## src/rtl/rdf_butterfly.sv

```systemverilog
module rdf_butterfly #(
  parameter int W = 16,
  parameter int DEPTH = 8,
  parameter bit SCALE = 1'b0,
  localparam int OW = SCALE ? W : W + 1
) (
  input  logic                 clk,
  input  logic                 rst,
  input  logic                 in_valid,
  input  logic                 phase,
  input  logic signed [W-1:0]  in_re,
  input  logic signed [W-1:0]  in_im,
  output logic                 out_valid,
  output logic signed [OW-1:0] out_re,
  output logic signed [OW-1:0] out_im
);
  localparam int XW = W + 2;

  logic signed [OW-1:0] line_re [DEPTH];
  logic signed [OW-1:0] line_im [DEPTH];
  logic primed;

  logic signed [OW-1:0] head_re, head_im;
  logic signed [XW-1:0] a_re, a_im, b_re, b_im;
  logic signed [OW-1:0] sum_re, sum_im, dif_re, dif_im;

  function automatic logic signed [OW-1:0] fold(input logic signed [XW-1:0] v);
    logic signed [XW-1:0] t;
    logic signed [XW-1:0] r;
    if (SCALE) begin
      t = v + $signed({{(XW-1){1'b0}}, 1'b1});
      r = t >>> 1;
      return r[OW-1:0];
    end
    return v[OW-1:0];
  endfunction

  assign head_re = line_re[DEPTH-1];
  assign head_im = line_im[DEPTH-1];

  assign a_re = $signed({{(XW-OW){head_re[OW-1]}}, head_re});
  assign a_im = $signed({{(XW-OW){head_im[OW-1]}}, head_im});
  assign b_re = $signed({{2{in_re[W-1]}}, in_re});
  assign b_im = $signed({{2{in_im[W-1]}}, in_im});

  assign sum_re = fold(a_re + b_re);
  assign sum_im = fold(a_im + b_im);
  assign dif_re = fold(a_re - b_re);
  assign dif_im = fold(a_im - b_im);

  always_ff @(posedge clk) begin
    if (rst) begin
      for (int i = 0; i < DEPTH; i++) begin
        line_re[i] <= '0;
        line_im[i] <= '0;
      end
      primed <= 1'b0;
    end else if (in_valid) begin
      line_re[0] <= phase ? dif_re : b_re[OW-1:0];
      line_im[0] <= phase ? dif_im : b_im[OW-1:0];
      for (int i = 1; i < DEPTH; i++) begin
        line_re[i] <= line_re[i-1];
        line_im[i] <= line_im[i-1];
      end
      if (phase) primed <= 1'b1;
    end
  end

  assign out_valid = in_valid & (phase | primed);
  assign out_re    = phase ? sum_re : head_re;
  assign out_im    = phase ? sum_im : head_im;
endmodule

```

## config.mk

```make
export PLATFORM = sky130hd
export DESIGN_NAME = rdf_butterfly
export DESIGN_NICKNAME = d
export VERILOG_FILES = /design/src/rtl/rdf_butterfly.sv
export SDC_FILE = /design/constraint.sdc
export NUM_CORES = 1
export LEC_CHECK = 0
export ABC_AREA = 1
export ABC_CLOCK_PERIOD_IN_PS = 12600
export BUFFER_PORTS_ARGS = -buffer_cell sky130_fd_sc_hd__buf_2
export CORE_MARGIN = 2
export CORE_UTILIZATION = 50
export DETAILED_ROUTE_END_ITERATION = 10
export PLACE_DENSITY = 0.67
export SLEW_MARGIN = 20
export SYNTH_ARGS = -nofsm -noshare
export SYNTH_HDL_FRONTEND = slang
export SYNTH_SLANG_ARGS = --single-unit
```

## constraint.sdc

```tcl
create_clock -name clk -period 12.6 [get_ports clk]
set_clock_uncertainty 0.1 [all_clocks]
set_input_delay 1.89 -clock clk [delete_from_list [all_inputs] [get_ports clk]]
set_output_delay 1.89 -clock clk [all_outputs]
set_load 0.01 [all_outputs]
```

* Yosys cells after proc, flatten, opt, wreduce, memory -nomap -nowiden
Memories as Yosys holds them, arrays and structs flattened.
Index checks and enable logic that the tools add are counted.
** Word-level totals
- Input port bits :: 36
- Flip-flop bits (word level) :: 1
- RAM bits :: 272
- Memories :: 2
- Word-level logic and storage cells :: 51
** Operators by class
- Add/sub/neg operators :: 4
- Mux-type cells :: 25
- Reductions and logical operators :: 1
- Bitwise operators :: 18
** Memory list
- line_im :: depth 8, bits a word 17, read ports 8, clocked after Yosys merged registers in 0, wr ports 8, line 20 : logic signed [OW-1:0] line_im [DEPTH];
- line_re :: depth 8, bits a word 17, read ports 8, clocked after Yosys merged registers in 0, wr ports 8, line 19 : logic signed [OW-1:0] line_re [DEPTH];
** Operators by type and width (count)
- 2-to-1 mux 17 bit :: 20
- adder 17 x 16 -> 17 bit :: 2
- subtractor 17 x 16 -> 17 bit :: 2
- OR 1 bit :: 17
- 2-to-1 mux 1 bit :: 5
- AND reduction 2 bit :: 1
- AND 1 bit :: 1

* Logic depth before layout (Yosys ltp)
Gate-level depths: netlist of the first run.
- Depth in word-level cells :: 4
- Gate-level depth with buffers :: 14
- Gate-level depth less buffers :: 14

* Worst setup path after synthesis of the first run
Ideal clock, no wire load.
- Path kind :: input to register
- Start :: in rst
- End :: mem line_im[0][0] (netlist bit) (enable)
- Setup slack :: 3988 ps
- Stages on the path :: 3
- Setup time :: 2057 ps
- Arrival time :: 6456 ps
- Required time :: 10443 ps
- Cells stage by stage :: buf_2 -> inv_1 -> nand2_1
** RTL lines
- from (decl) :: line 8 : input logic rst,
- to (decl) :: line 20

* Worst setup path after layout of the first run
- Start :: in phase
- End :: out out_re[0]
** Between the ends
- Word-level cells in the longest chain between the ends :: 1
** RTL lines
- from (decl) :: line 10 : input logic phase,
- 2-to-1 mux 17 bit :: line 70 : assign out_re = phase ? sum_re : head_re;
- to (decl) :: line 14 : output logic signed [OW-1:0] out_re,
No other way between the ends.

==> metrics.txt, run 1 <==
max-slew violation total from the final report=0; Yosys top cell by area=sky130_fd_sc_hd__edfxtp_1; FF+latch count, synth=273; leading register cell type out of synthesis=sky130_fd_sc_hd__edfxtp_1; number of buffers added on ports=70; Reg2Reg Launch Point=line_im[0][119]; type of the worst setup path=in -> out; maximum number of pins on one net before global-route repair=184; max_cap viols=0; grt total ovfl=0; Fmax achieved=170 MHz; count of mapped cells out of synthesis=1683; Starting DRT DRC Count=971; Final HPWL DP=20600 microns; kind of launch point of the worst setup path=input port; fraction of the cycle the final worst path needs=46.6%; launch instance of the worst min-delay path=primed; classification of the worst-slack hold path=reg -> reg; count of final hold-check violations=0; number of placement rows=63; number of nets in the finished design=1832; overall routing resource usage=19.2%; clock transition at the register clock pins on the worst setup and hold paths after CTS=60 ps; number of CTS-inserted buffers=27; Sum Neg Setup Slack=0 ps; area of all placed cells without fillers=16300 sq um; Mean Syn Cell Area=8.86 sq um; wire length of the first global-routing pass=48000 microns; Clock power frac=33.7%; top cells by area, synth=sky130_fd_sc_hd__edfxtp_1 (55%), sky130_fd_sc_hd__inv_1 (10%), sky130_fd_sc_hd__nor2_1 (7.4%); sink of the worst hold path=primed; area of the mapped netlist=14900 sq um; Arr. time, crit path=3880 ps; cts-stage hold buffer count=0; Boundary Pins=71; layout cells sized above 1=8.93%; horizontal die dimension=177 microns; H-tree Lvls=1; die area=31200 sq um; Setup Slack @ Placement=6780 ps; RSZ-0062 raised after global routing=false; routed via count divided by cell count=4.87; Root Buffer=sky130_fd_sc_hd__clkbuf_16; number of global-route vias before repair=9624; transition at the pin with the smallest max-transition slack=968 ps; Post-Synthesis Net Count=1787; internal portion of total power=0.00158 W; # Post-CTS Setup Buffers=0; Warnings, synthesis=0; Final Routed Wirelength=29800 microns; Post-CTS Resized=0; total via count after detailed routing=10400; Worst Path Max Fanout=84; clock tree from TritonCTS=built; Critical Path End Type=primary output; worst slew slack as a fraction of its limit=35.4%; DRC Markers=0; starting utilization of the core area=50.6%; final count of negative-setup-slack endpoints=0; combinational share of power=15.6%; Clk Latency, worst-skew pair=520 ps; net switching power=0.000564 W; Pwr Total=0.00215 W; slack of the critical path=6730 ps; Finished Core Util=55.1%; proportion of total power due to net switching=26.3%; FF-to-FF path depth=11; sequential area share after synthesis=54.9%; core area=29500 sq um; n_diodes=0; RR Endpoint=line_im[0][6]; number of nets with antenna violations after routing=0; hold-critical path depth=2; Flop pwr share=50.7%; share of async-settable or async-resettable flops after synthesis=0%; reg-to-reg setup timing slack=9940 ps; most common cell after layout, fill and taps aside=sky130_fd_sc_hd__inv_1; dpl cell area=15500 sq um; library cells used by synthesis=43; shortest clock period the worst path allows after layout=5870 ps; routed wire length per instance=13.9 microns; area added between synthesis and finish=9.00%; buffers from clock root to sink, at most=3; run status=finished, final reports clean; count of clock tree sinks=273; number of synthesized flops with an enable pin=272; most used cells in the layout excluding fill and tap cells=sky130_fd_sc_hd__inv_1 (401), sky130_fd_sc_hd__nor2_1 (293), sky130_fd_sc_hd__nand2_1 (283); global placement routability congestion=0.930; initial antenna violation count=0; vertical die dimension=177 microns; origin of the worst setup path=phase; total leakage power=7.72 nW; Yosys top cell area share=54.8%; Max rail drop VDD=0.000104 V; detailed-routing iteration count for the pre-antenna-repair pass=5; required time reported for the critical path endpoint=10610 ps; Cell Pwr Density=132 nW/um^2
[state kept, by name, indices dropped and copies added, names as in the netlist]
name / cells
line_im: 136
line_re: 136
primed: 1
[stage by stage]
step / hold WS (ps) / std cells
2_1_floorplan: 346 / 1683
3_3_place_gp: 359 / 2089
3_5_place_dp: 362 / 2089
4_1_cts: 372 / 2137
5_1_grt: 399 / 2137
6_report: 372 / 2137
[critical path: stages]
cell	delay (ps)
sky130_fd_sc_hd__buf_2	70
sky130_fd_sc_hd__buf_4	520
sky130_fd_sc_hd__inv_2	40
sky130_fd_sc_hd__buf_4	380
sky130_fd_sc_hd__or2_2	410
sky130_fd_sc_hd__o21ai_0	230
sky130_fd_sc_hd__buf_2	240
[kinds of logic (layout without fill, tap and decap cells)]
group / after synthesis / after routing / synth area share [%]
buf+inv: 471 / 535 / 12.8
simple gates: 700 / 700 / 19.4
xor+xnor: 26 / 26 / 1.53
compound gates: 145 / 145 / 5.43
flops: 273 / 273 / 54.9
fa+ha+maj: 68 / 68 / 5.91
[synth_stat cells (2+ instances only)]
cell type                    n
sky130_fd_sc_hd__buf_1       2
sky130_fd_sc_hd__or2_2       2
sky130_fd_sc_hd__buf_2      31
sky130_fd_sc_hd__o21bai_1   12
sky130_fd_sc_hd__ha_1       64
sky130_fd_sc_hd__nor3_1      5
sky130_fd_sc_hd__a211oi_1    2
sky130_fd_sc_hd__and2_1      6
sky130_fd_sc_hd__buf_6      13
sky130_fd_sc_hd__inv_2       7
sky130_fd_sc_hd__o21ai_0    37
sky130_fd_sc_hd__clkbuf_1   14
sky130_fd_sc_hd__or2_1       3
sky130_fd_sc_hd__edfxtp_1  272
sky130_fd_sc_hd__nand4_1     3
sky130_fd_sc_hd__o21ai_1    11
sky130_fd_sc_hd__nor2_1    293
sky130_fd_sc_hd__fa_1        4
sky130_fd_sc_hd__nand2_4     3
sky130_fd_sc_hd__o21bai_4    2
sky130_fd_sc_hd__nor3_2      4
sky130_fd_sc_hd__nand2_1   285
sky130_fd_sc_hd__nand2_2    10
sky130_fd_sc_hd__xor2_1     22
sky130_fd_sc_hd__nand3b_1    2
sky130_fd_sc_hd__xnor2_1     4
sky130_fd_sc_hd__a21oi_2     4
sky130_fd_sc_hd__a31oi_1     4
sky130_fd_sc_hd__nand3_1    72
sky130_fd_sc_hd__inv_1     402
sky130_fd_sc_hd__nand3_2     3
sky130_fd_sc_hd__nor4_1      3
sky130_fd_sc_hd__a21oi_1    72
[layout make-up]
class	count	area [sq um]
fill	2663	13200
tap	390	488
timing repair buffer	77	415
inverter	410	1540
multi-input combinational	939	4830
clock buffer	30	687
sequential	273	8190
clock inverter	18	106
[power by group through the flow]
| stage | logic [W] | clock network (W) | registers (W) |
|---|---|---|---|
| finish | 0.000335 | 0.000723 | 0.00109 |
| global route | 0.000378 | 0.000773 | 0.00109 |
| CTS | 0.000333 | 0.000741 | 0.00109 |
| detailed placement | 0.000331 | 0 | 0.00111 |
| global placement | 0.000327 | 0 | 0.00111 |
| floorplan | 0.000249 | 0 | 0.00111 |
[routing by layer]
layer	GRT usage, %	wire, microns
met2	28.4	12500
met5	0	0
met1	30.1	15000
met4	4.44	461
met3	2.47	1820
[worst max-delay path by stage]
| stage | endpoint | slack [ps] | cells after the start |
|---|---|---|---|
| 2_1_floorplan | line_im[0][0] | 3990 | 3 |
| 3_3_place_gp | out_re[0] | 6790 | 7 |
| 3_5_place_dp | out_re[0] | 6780 | 7 |
| 4_1_cts | out_re[0] | 6780 | 7 |
| 5_1_grt | out_re[0] | 6600 | 7 |
| 6_report | out_re[0] | 6730 | 7 |
No activity file was read; power rests on OpenSTA's default activity.
==> run 2: changes to the inputs <==
ABC_AREA = 0   (was 1)
ABC_CLOCK_PERIOD_IN_PS = 6100   (was 12600)
clock period = 6.1 ns   (was 12.6 ns; I/O delays follow)
==> run 2 against run 1 <==
  * Largest power group unchanged
  * Power is 110% higher
  * Routed wire length decreased by 13%
  * Clock power grew 130%
==> metrics.txt, run 2 <==
run status=finished, final reports clean; n_diodes=0; proportion of total power due to net switching=24.4%; critical-path cell with the highest stage delay=sky130_fd_sc_hd__fa_1; Starting DRT DRC Count=650; dpl cell area=14500 sq um; max_cap viols=0; Post-Synthesis Net Count=1266; Pwr Total=0.00449 W; classification of the worst-slack hold path=reg -> reg; wire length of the first global-routing pass=41000 microns; max-slew violation total from the final report=0; crit path cell chain=buf_2 > ha_1 > fa_1 > nor2b_1 > o311ai_1 > a21oi_1 > a211oi_1 > nor3b_1 > o41ai_1 > mux2i_1 > xor2_1 > buf_2; type of the worst setup path=in -> out; clock tree from TritonCTS=built; share of async-settable or async-resettable flops after synthesis=0%; Final Routed Wirelength=25800 microns; sequential area share after synthesis=59.0%; number of synthesized flops with an enable pin=272; routed wire length per instance=16.2 microns; horizontal die dimension=171 microns; internal portion of total power=0.00339 W; shortest clock period the worst path allows after layout=4880 ps; Mean Syn Cell Area=11.9 sq um; Boundary Pins=71; area of the mapped netlist=13900 sq um; final count of negative-setup-slack endpoints=0; initial antenna violation count=0; clock transition at the register clock pins on the worst setup and hold paths after CTS=70 ps; number of nets in the finished design=1307; Arr. time, crit path=3860 ps; overall routing resource usage=17.9%; top cells by area, synth=sky130_fd_sc_hd__edfxtp_1 (59%), sky130_fd_sc_hd__and2_1 (7.8%), sky130_fd_sc_hd__ha_1 (5.8%); number of placement rows=60; combinational share of power=13.8%; Worst Path Max Fanout=4; Warnings, synthesis=0; number of CTS-inserted buffers=27; global placement routability congestion=0.844; number of fill cells in the layout=2253; count of mapped cells out of synthesis=1162; core area=27100 sq um; kind of launch point of the worst setup path=input port; # Post-CTS Setup Buffers=0; number of standard cells in the layout, taps in and fillers out=1596; worst slew slack as a fraction of its limit=33.4%; cts-stage hold buffer count=0; RSZ-0062 raised after global routing=false; total leakage power=6.29 nW; Flop pwr share=49.9%; area of all placed cells without fillers=15400 sq um; commonest cells in the netlist=sky130_fd_sc_hd__edfxtp_1 (272), sky130_fd_sc_hd__and2_1 (172), sky130_fd_sc_hd__nor2_1 (88); Max rail drop VDD=0.000232 V; Final HPWL DP=16800 microns; required time reported for the critical path endpoint=5080 ps; number of nets with antenna violations after routing=0; detailed-routing iteration count for the pre-antenna-repair pass=5; vertical die dimension=171 microns; number of global-route vias before repair=7727; area added between synthesis and finish=10.9%; layout cells sized above 1=11.8%; count of clock tree sinks=273; transition at the pin with the smallest max-transition slack=999 ps; buffers from clock root to sink, at most=3; maximum number of pins on one net before global-route repair=112; Clk Latency, worst-skew pair=530 ps; starting utilization of the core area=51.2%; H-tree Lvls=1; area of the multi-input gates=5210 sq um; routed via count divided by cell count=5.24; Clock power frac=36.3%; most used cells in the layout excluding fill and tap cells=sky130_fd_sc_hd__edfxtp_1 (272), sky130_fd_sc_hd__and2_1 (172), sky130_fd_sc_hd__nor2_1 (88); Critical Path End Type=primary output; register area=8190 sq um; fraction of the cycle the final worst path needs=80.0%; number of buffers added on ports=70; cell count after placement=1546; FF+latch count, synth=273; most common cell after layout, fill and taps aside=sky130_fd_sc_hd__edfxtp_1; Post-CTS Resized=0; grt total ovfl=0; most repeated library cell on the critical path=sky130_fd_sc_hd__buf_2; longest individual stage delay on the worst path=420 ps; Sum Neg Setup Slack=0 ps; net switching power=0.00110 W; library cells used by synthesis=65; total via count after detailed routing=8362; Root Buffer=sky130_fd_sc_hd__clkbuf_16; leading register cell type out of synthesis=sky130_fd_sc_hd__edfxtp_1; DRC Markers=0; library cell with the highest instance count after synthesis=sky130_fd_sc_hd__edfxtp_1; Yosys top cell by area=sky130_fd_sc_hd__edfxtp_1; die area=29100 sq um; Yosys top cell area share=58.9%; Cell Pwr Density=292 nW/um^2; Fmax achieved=205 MHz; count of final hold-check violations=0; biggest registers after layout=line_im x136, line_re x136, primed x1
run 2: cell types whose count changed in the layout (fill, tap and decap cells not counted), sizes merged, moves of 10 or more:
cell,delta
inv,-349
nand2,-268
nor2,-207
and2,+165
nor2b,+85
nand3,-63
xnor2,+28
o21ai,-24
a21o,+11
mux2i,+11
nand2b,+11
o21a,+10
run 2: cell type report:
type / instances / area share (%)
Clock buffer: 32 / 4.51
Clock inverter: 18 / 1.11
Inverter: 58 / 1.42
Multi-Input combinational cell: 763 / 33.8
Sequential cell: 273 / 53.2
Tap cell: 372 / 3.03
Timing Repair Buffer: 80 / 2.86
run 2: worst max-delay path: cells and delay by family:
family,cells,cell delay (ps)
buf+inv,2,280
xor+xnor,1,210
fa+ha+maj,2,650
compound gates,4,1280
mux,1,270
simple gates,2,260
run 2: metrics by stage:
stage / utilization, % / setup slack [ps] / hold slack (ps)
after floorplan: - / 731 / 337
after global placement: 53.6 / 1320 / 348
after detailed placement: 53.6 / 1250 / 360
after CTS: 56.8 / 1230 / 377
after global routing: 56.8 / 1100 / 428
final: 56.8 / 1220 / 374
run 2: worst paths after layout:
kind                                      start              to  slack, ps  cells after the start
worst max-delay path                   in_im[0]      out_im[16]       1220                     12
worst min register to register           primed          primed        370                      2
worst min-delay path                     primed          primed        370                      2
worst max register to register  line_im[0][120]  line_im[0][15]       2740                      9
run 2: logic make-up (layout without fill, tap and decap cells):
| group | after synthesis | after routing | share of synthesized area (%) |
|---|---|---|---|
| buf+inv | 126 | 188 | 3.50 |
| xor+xnor | 45 | 45 | 2.90 |
| fa+ha+maj | 68 | 68 | 6.35 |
| flops | 273 | 273 | 59.0 |
| compound gates | 185 | 185 | 8.85 |
| mux | 19 | 19 | 1.44 |
| simple gates | 446 | 446 | 17.9 |
run 2: power groups by stage:
stage / logic [W] / clock network, W / registers (W)
final: 0.000620 / 0.00163 / 0.00224
after global routing: 0.000689 / 0.00174 / 0.00225
after CTS: 0.000620 / 0.00167 / 0.00224
after detailed placement: 0.000614 / 0 / 0.00228
after global placement: 0.000608 / 0 / 0.00227
after floorplan: 0.000449 / 0 / 0.00227
run 2: metal layers:
| metal | share of wire (%) | track usage (%) | vias to the layer above |
|---|---|---|---|
| met5 | 0 | 0 | - |
| met3 | 4.7 | 2.29 | 32 |
| met2 | 40 | 25.2 | 195 |
| li1 | - | - | 4155 |
| met4 | 1.8 | 4.12 | 0 |
| met1 | 53 | 29.4 | 3980 |
